$ cat src/rtl/mbx_pkg.sv
package mbx_pkg;
    localparam logic [1:0] ADR_MBOX = 2'd0;
    localparam logic [1:0] ADR_STAT = 2'd1;
    localparam logic [1:0] ADR_CTRL = 2'd2;
    localparam logic [1:0] ADR_ISTS = 2'd3;
endpackage

$ cat src/rtl/mbx_port_dec.sv
module mbx_port_dec
    import mbx_pkg::*;
#(
    parameter int NB = 4,
    localparam int DW = 8 * NB,
    localparam int SW = $clog2(NB)
) (
    input  logic            wr,
    input  logic            rd,
    input  logic [1:0]      addr,
    input  logic [NB-1:0]   be,
    input  logic [DW-1:0]   wdata,
    input  logic [DW-1:0]   in_data,
    input  logic [2*NB-1:0] status,
    input  logic            cfg_en,
    input  logic [SW-1:0]   cfg_sel,
    input  logic            pend,
    output logic [NB-1:0]   wr_be,
    output logic [NB-1:0]   rd_be,
    output logic            cfg_we,
    output logic            clr_req,
    output logic [DW-1:0]   rdata
);
    always_comb begin
        wr_be   = (wr && addr == ADR_MBOX) ? be : '0;
        rd_be   = (rd && addr == ADR_MBOX) ? be : '0;
        cfg_we  = wr && addr == ADR_CTRL && be[0];
        clr_req = wr && addr == ADR_ISTS && be[0] && wdata[0];
        rdata   = '0;
        if (rd) begin
            case (addr)
                ADR_MBOX: rdata = in_data;
                ADR_STAT: rdata[2*NB-1:0] = status;
                ADR_CTRL: rdata[SW:0] = {cfg_sel, cfg_en};
                default:  rdata[0] = pend;
            endcase
        end
    end
endmodule

$ cat src/rtl/mbx_lane.sv
module mbx_lane #(
    parameter int NB = 4,
    localparam int DW = 8 * NB
) (
    input  logic          clk,
    input  logic          rst_n,
    input  logic [NB-1:0] wr_be,
    input  logic [DW-1:0] wdata,
    input  logic          hw_load,
    input  logic [DW-1:0] hw_data,
    input  logic [NB-1:0] rd_be,
    output logic [DW-1:0] data,
    output logic [NB-1:0] full,
    output logic [NB-1:0] byte_hit
);
    typedef struct packed {
        logic [NB-1:0][7:0] data;
        logic [NB-1:0]      full;
    } lane_t;

    lane_t st_d, st_q;

    always_comb begin
        st_d     = st_q;
        byte_hit = '0;
        for (int i = 0; i < NB; i++) begin
            if (hw_load) begin
                st_d.data[i] = hw_data[8*i +: 8];
                st_d.full[i] = 1'b1;
                byte_hit[i]  = 1'b1;
            end else if (wr_be[i]) begin
                st_d.data[i] = wdata[8*i +: 8];
                st_d.full[i] = 1'b1;
                byte_hit[i]  = 1'b1;
            end else if (rd_be[i]) begin
                st_d.full[i] = 1'b0;
            end
        end
    end

    always_ff @(posedge clk) begin
        if (!rst_n) st_q <= '0;
        else        st_q <= st_d;
    end

    assign data = st_q.data;
    assign full = st_q.full;
endmodule

$ cat src/rtl/mbx_irq.sv
module mbx_irq #(
    parameter int NB = 4,
    localparam int SW = $clog2(NB)
) (
    input  logic          clk,
    input  logic          rst_n,
    input  logic          cfg_we,
    input  logic [SW:0]   cfg_wdata,
    input  logic          clr_req,
    input  logic [NB-1:0] byte_hit,
    output logic          en,
    output logic [SW-1:0] sel,
    output logic          pend
);
    typedef struct packed {
        logic          en;
        logic [SW-1:0] sel;
        logic          pend;
    } irq_t;

    irq_t st_d, st_q;

    always_comb begin
        st_d = st_q;
        if (cfg_we) begin
            st_d.en  = cfg_wdata[0];
            st_d.sel = cfg_wdata[SW:1];
        end
        st_d.pend = (st_q.en && byte_hit[st_q.sel]) || (st_q.pend && !clr_req);
    end

    always_ff @(posedge clk) begin
        if (!rst_n) st_q <= '0;
        else        st_q <= st_d;
    end

    assign en   = st_q.en;
    assign sel  = st_q.sel;
    assign pend = st_q.pend;
endmodule

$ cat src/rtl/mbox_pair_top.sv
module mbox_pair_top #(
    parameter int NB = 4,
    localparam int DW = 8 * NB,
    localparam int SW = $clog2(NB)
) (
    input  logic          clk,
    input  logic          rst_n,
    input  logic          h_wr,
    input  logic          h_rd,
    input  logic [1:0]    h_addr,
    input  logic [NB-1:0] h_be,
    input  logic [DW-1:0] h_wdata,
    output logic [DW-1:0] h_rdata,
    input  logic          l_wr,
    input  logic          l_rd,
    input  logic [1:0]    l_addr,
    input  logic [NB-1:0] l_be,
    input  logic [DW-1:0] l_wdata,
    output logic [DW-1:0] l_rdata,
    input  logic          hw_load,
    input  logic [DW-1:0] hw_data,
    output logic          host_irq,
    output logic          local_irq
);
    logic [DW-1:0]   h2l_data, l2h_data;
    logic [NB-1:0]   h2l_full, l2h_full;
    logic [NB-1:0]   h2l_hit, l2h_hit;
    logic [NB-1:0]   h_wr_be, h_rd_be, l_wr_be, l_rd_be;
    logic            h_cfg_we, h_clr, l_cfg_we, l_clr;
    logic            h_en, l_en;
    logic [SW-1:0]   h_sel, l_sel;
    logic [2*NB-1:0] status;

    assign status = {l2h_full, h2l_full};

    mbx_port_dec #(.NB(NB)) u_hdec (
        .wr(h_wr), .rd(h_rd), .addr(h_addr), .be(h_be), .wdata(h_wdata),
        .in_data(l2h_data), .status(status), .cfg_en(h_en), .cfg_sel(h_sel),
        .pend(host_irq), .wr_be(h_wr_be), .rd_be(h_rd_be), .cfg_we(h_cfg_we),
        .clr_req(h_clr), .rdata(h_rdata)
    );

    mbx_port_dec #(.NB(NB)) u_ldec (
        .wr(l_wr), .rd(l_rd), .addr(l_addr), .be(l_be), .wdata(l_wdata),
        .in_data(h2l_data), .status(status), .cfg_en(l_en), .cfg_sel(l_sel),
        .pend(local_irq), .wr_be(l_wr_be), .rd_be(l_rd_be), .cfg_we(l_cfg_we),
        .clr_req(l_clr), .rdata(l_rdata)
    );

    mbx_lane #(.NB(NB)) u_h2l (
        .clk(clk), .rst_n(rst_n), .wr_be(h_wr_be), .wdata(h_wdata),
        .hw_load(1'b0), .hw_data('0), .rd_be(l_rd_be),
        .data(h2l_data), .full(h2l_full), .byte_hit(h2l_hit)
    );

    mbx_lane #(.NB(NB)) u_l2h (
        .clk(clk), .rst_n(rst_n), .wr_be(l_wr_be), .wdata(l_wdata),
        .hw_load(hw_load), .hw_data(hw_data), .rd_be(h_rd_be),
        .data(l2h_data), .full(l2h_full), .byte_hit(l2h_hit)
    );

    mbx_irq #(.NB(NB)) u_hirq (
        .clk(clk), .rst_n(rst_n), .cfg_we(h_cfg_we), .cfg_wdata(h_wdata[SW:0]),
        .clr_req(h_clr), .byte_hit(l2h_hit), .en(h_en), .sel(h_sel), .pend(host_irq)
    );

    mbx_irq #(.NB(NB)) u_lirq (
        .clk(clk), .rst_n(rst_n), .cfg_we(l_cfg_we), .cfg_wdata(l_wdata[SW:0]),
        .clr_req(l_clr), .byte_hit(h2l_hit), .en(l_en), .sel(l_sel), .pend(local_irq)
    );
endmodule

$ cat config.mk
export PLATFORM = sky130hd
export DESIGN_NAME = mbox_pair_top
export DESIGN_NICKNAME = d
export VERILOG_FILES = /design/src/rtl/mbx_pkg.sv /design/src/rtl/mbx_port_dec.sv /design/src/rtl/mbx_lane.sv /design/src/rtl/mbx_irq.sv /design/src/rtl/mbox_pair_top.sv
export SDC_FILE = /design/constraint.sdc
export NUM_CORES = 1
export LEC_CHECK = 0
export ABC_CLOCK_PERIOD_IN_PS = 2450
export BUFFER_PORTS_ARGS = -buffer_cell sky130_fd_sc_hd__buf_2
export CORE_AREA = 5 5 94 96
export CTS_BUF_LIST = sky130_fd_sc_hd__clkbuf_8
export DETAILED_ROUTE_END_ITERATION = 7
export DIE_AREA = 0 0 99 101
export PLACE_DENSITY = 0.87
export SLEW_MARGIN = 20
export SYNTH_ARGS = -nofsm -noshare
export SYNTH_HDL_FRONTEND = slang
export SYNTH_SLANG_ARGS = --single-unit
export TNS_END_PERCENT = 100
$ cat constraint.sdc
create_clock -name clk -period 2.45 [get_ports clk]
set_clock_uncertainty 0.05 [all_clocks]
set_input_delay 0.49 -clock clk [delete_from_list [all_inputs] [get_ports clk]]
set_output_delay 0.49 -clock clk [all_outputs]
set_load 0.03 [all_outputs]
==> flow_summary.json <==
{
  "p_leak_nw": 2.69,
  "initial_utilization_pct": 51.2,
  "synth-seq-cells": 80,
  "syn_nets": 576,
  "drtIter0Drc": 147,
  "clk_pin_slew_ps": 90,
  "crit_type": "in2out",
  "via_count": 3816,
  "cts_tree": "done",
  "power_density_mw_per_mm2": 552,
  "p_comb_share_pct": 14.3,
  "switching_share_pct": 26.0,
  "routed_wirelength_um": 11300,
  "dp_hpwl_um": 8750,
  "wl_per_cell_um": 15.4,
  "hold_viol": 0,
  "required_ps": 1910,
  "hold_buffers": 0,
  "fp.dieH_um": 101,
  "area_growth_syn_to_layout_pct": 27.9,
  "switchingPower_mw": 0.747,
  "grt_pass1_vias": 3789,
  "cts-buffers-inserted": 9,
  "startpoint_type": "input port",
  "finalNonFillerCells": 737,
  "seqPwrFrac_pct": 48.5,
  "worstPathMaxFanout": 28,
  "outcome": "completed",
  "die_area_sq_mm": 0.0100,
  "fin_setup_tns_ps": 0,
  "arrival_ps": 1700,
  "netlist.top_cell.by_area": "dfxtp_1",
  "row_count": 33,
  "fin_crit_ps": 2240,
  "clockPowerShare_pct": 37.1,
  "synth.distinct_cells": 32,
  "grt_usage_pct": 22.5,
  "grt_first_pass_wirelength_um": 17900,
  "maxSlewViolCount": 0,
  "avgSynthCellArea_sq_um": 8.85,
  "rsz0062_at_grt": "false",
  "synth_area_leaders": "dfxtp_1 (39%), mux2i_1 (13%), nand2_1 (9.2%)",
  "firstDrtPassIters": 4,
  "yosysTopAreaCellShare_pct": 39.3,
  "globalplace.congestion": 0.883,
  "port-buffer-count": 180,
  "routed_via_density": 5.18,
  "fp.coreArea_sq_mm": 0.00797,
  "setup_viol": 0,
  "fmax_mhz": 447,
  "drive_gt1_share_pct": 34.7,
  "total_power_mw": 2.88,
  "clk_latency_ps": 340,
  "drv_cap": 0,
  "cp-end-kind": "output pin",
  "drcViolationCount": 0,
  "period_share_pct": 91.2,
  "die_width_um": 99,
  "ys_warn_count": 0,
  "htreeDepth": 3,
  "internal_power_mw": 2.13,
  "hold_class": "in2reg",
  "syn-cell-area_sq_mm": 0.00408,
  "post_cts_buffers": 0,
  "slew-limit-headroom_pct": 63.1,
  "grt_max_degree": 37,
  "peakVddDrop_uv": 298,
  "clk_path_buf_depth": 2,
  "antenna_found_initial": 2,
  "cts_resized": 0,
  "ios": 181,
  "dp.cells": 721,
  "fin_util_pct": 65.4,
  "clockRootBuffer": "clkbuf_8",
  "pre_cts_ws_ps": 223,
  "worst_pin_slew_ps": 553,
  "n_antenna_cell": 0,
  "cts.sinks": 80,
  "setup_slack_ps": 214,
  "final_antenna_net_count": 0,
  "gr-total-overflow": 0,
  "yosysSeqAreaShare_pct": 39.3,
  "fin_nets": 742,
  "r2r_setup_slack_ps": 1060,
  "syn-instance-count": 461
}
[synthesized netlist by cell type, drive strengths merged]
cell type,instances
or2,1
o21ai,14
nor2,11
a21oi,12
nor3b,3
mux2i,52
mux4,4
nand2,104
clkbuf,13
and2b,1
o211a,24
o21a,3
o211ai,1
dlygate4sd1,1
o31a,1
buf,19
a21boi,37
inv,1
a21o,4
nand2b,2
dfxtp,80
nand3,3
and2,59
nor2b,11
[layer usage]
| layer | up-vias | GRT usage (%) | part of all wire (%) |
|---|---|---|---|
| li1 | 1893 | - | - |
| met1 | 1737 | 26.8 | 41 |
| met2 | 157 | 38.7 | 49 |
| met3 | 25 | 5.67 | 7.8 |
| met4 | 4 | 9.03 | 2.3 |
| met5 | - | 0 | 0.28 |
[flip-flops by register name, indices dropped and copies added, names as in the netlist]
register,cells
u_h2l.data,32
u_l2h.data,32
u_h2l.full,4
u_l2h.full,4
u_hirq.sel,2
u_lirq.sel,2
u_hirq.en,1
u_hirq.pend,1
u_lirq.en,1
u_lirq.pend,1
[critical path, cell delays in order]
cell	delay, ps
buf_2	160
nand2b_1	250
nor2_1	120
buf_4	270
and2_1	180
buf_2	220
[metrics by stage]
step	hold slack (ps)	area [sq um]
floorplan	388	4080
global placement	396	4990
detailed placement	404	4990
CTS	317	5220
global route	323	5220
finish	331	5220
[area by class of cell]
cell class,count,area [sq um]
Clock inverter,7,96.3
Clock buffer,9,124
Timing Repair Buffer,188,961
Fill cell,669,2750
Tap cell,105,131
Inverter,1,3.75
Multi-Input combinational cell,347,2300
Sequential cell,80,1600
[power groups by stage]
stage          Clock, mW  Sequential (mW)  Combinational (mW)
2_1_floorplan          0             1.41               0.258
3_3_place_gp           0             1.43               0.397
3_5_place_dp           0             1.43               0.412
4_1_cts             1.08             1.40               0.413
5_1_grt             1.14             1.40               0.454
6_report            1.07             1.40               0.413
[path summary, 6_finish.rpt]
kind | startpoint | to | depth (start not counted)
setup / recovery | h_addr[1] | h_rdata[17] | 6
hold / removal | h_wdata[19] | u_h2l.data[19]$_SDFFE_PN0P_ | 3
setup reg to reg | u_hirq.sel[0]$_SDFFE_PN0P_ | u_hirq.pend$_SDFF_PN0_ | 4
hold reg to reg | u_h2l.data[25]$_SDFFE_PN0P_ | u_h2l.data[25]$_SDFFE_PN0P_ | 2
[cell usage in the layout (no fill, tap or decap), types with 8 or more instances in the layout]
cell      synthesis  layout
a21boi_0         37      37
a21oi_1          12      12
and2_1           55      55
buf_2            13     180
buf_4             4       8
clkbuf_8          0       9
dfxtp_1          80      80
mux2i_1          52      52
nand2_1         100     100
nor2_1           11      11
nor2b_1          11      11
o211a_1          24      24
o21ai_0          13      13
[kinds of logic after synthesis]
group / synth area share (%)
multiplexers: 15.1
AND/OR/NAND/NOR: 23.7
AO/OA/AOI/OAI: 17.6
flip-flops: 39.3
buffers and inverters: 4.39
No activity file was read; power rests on OpenSTA's default activity.
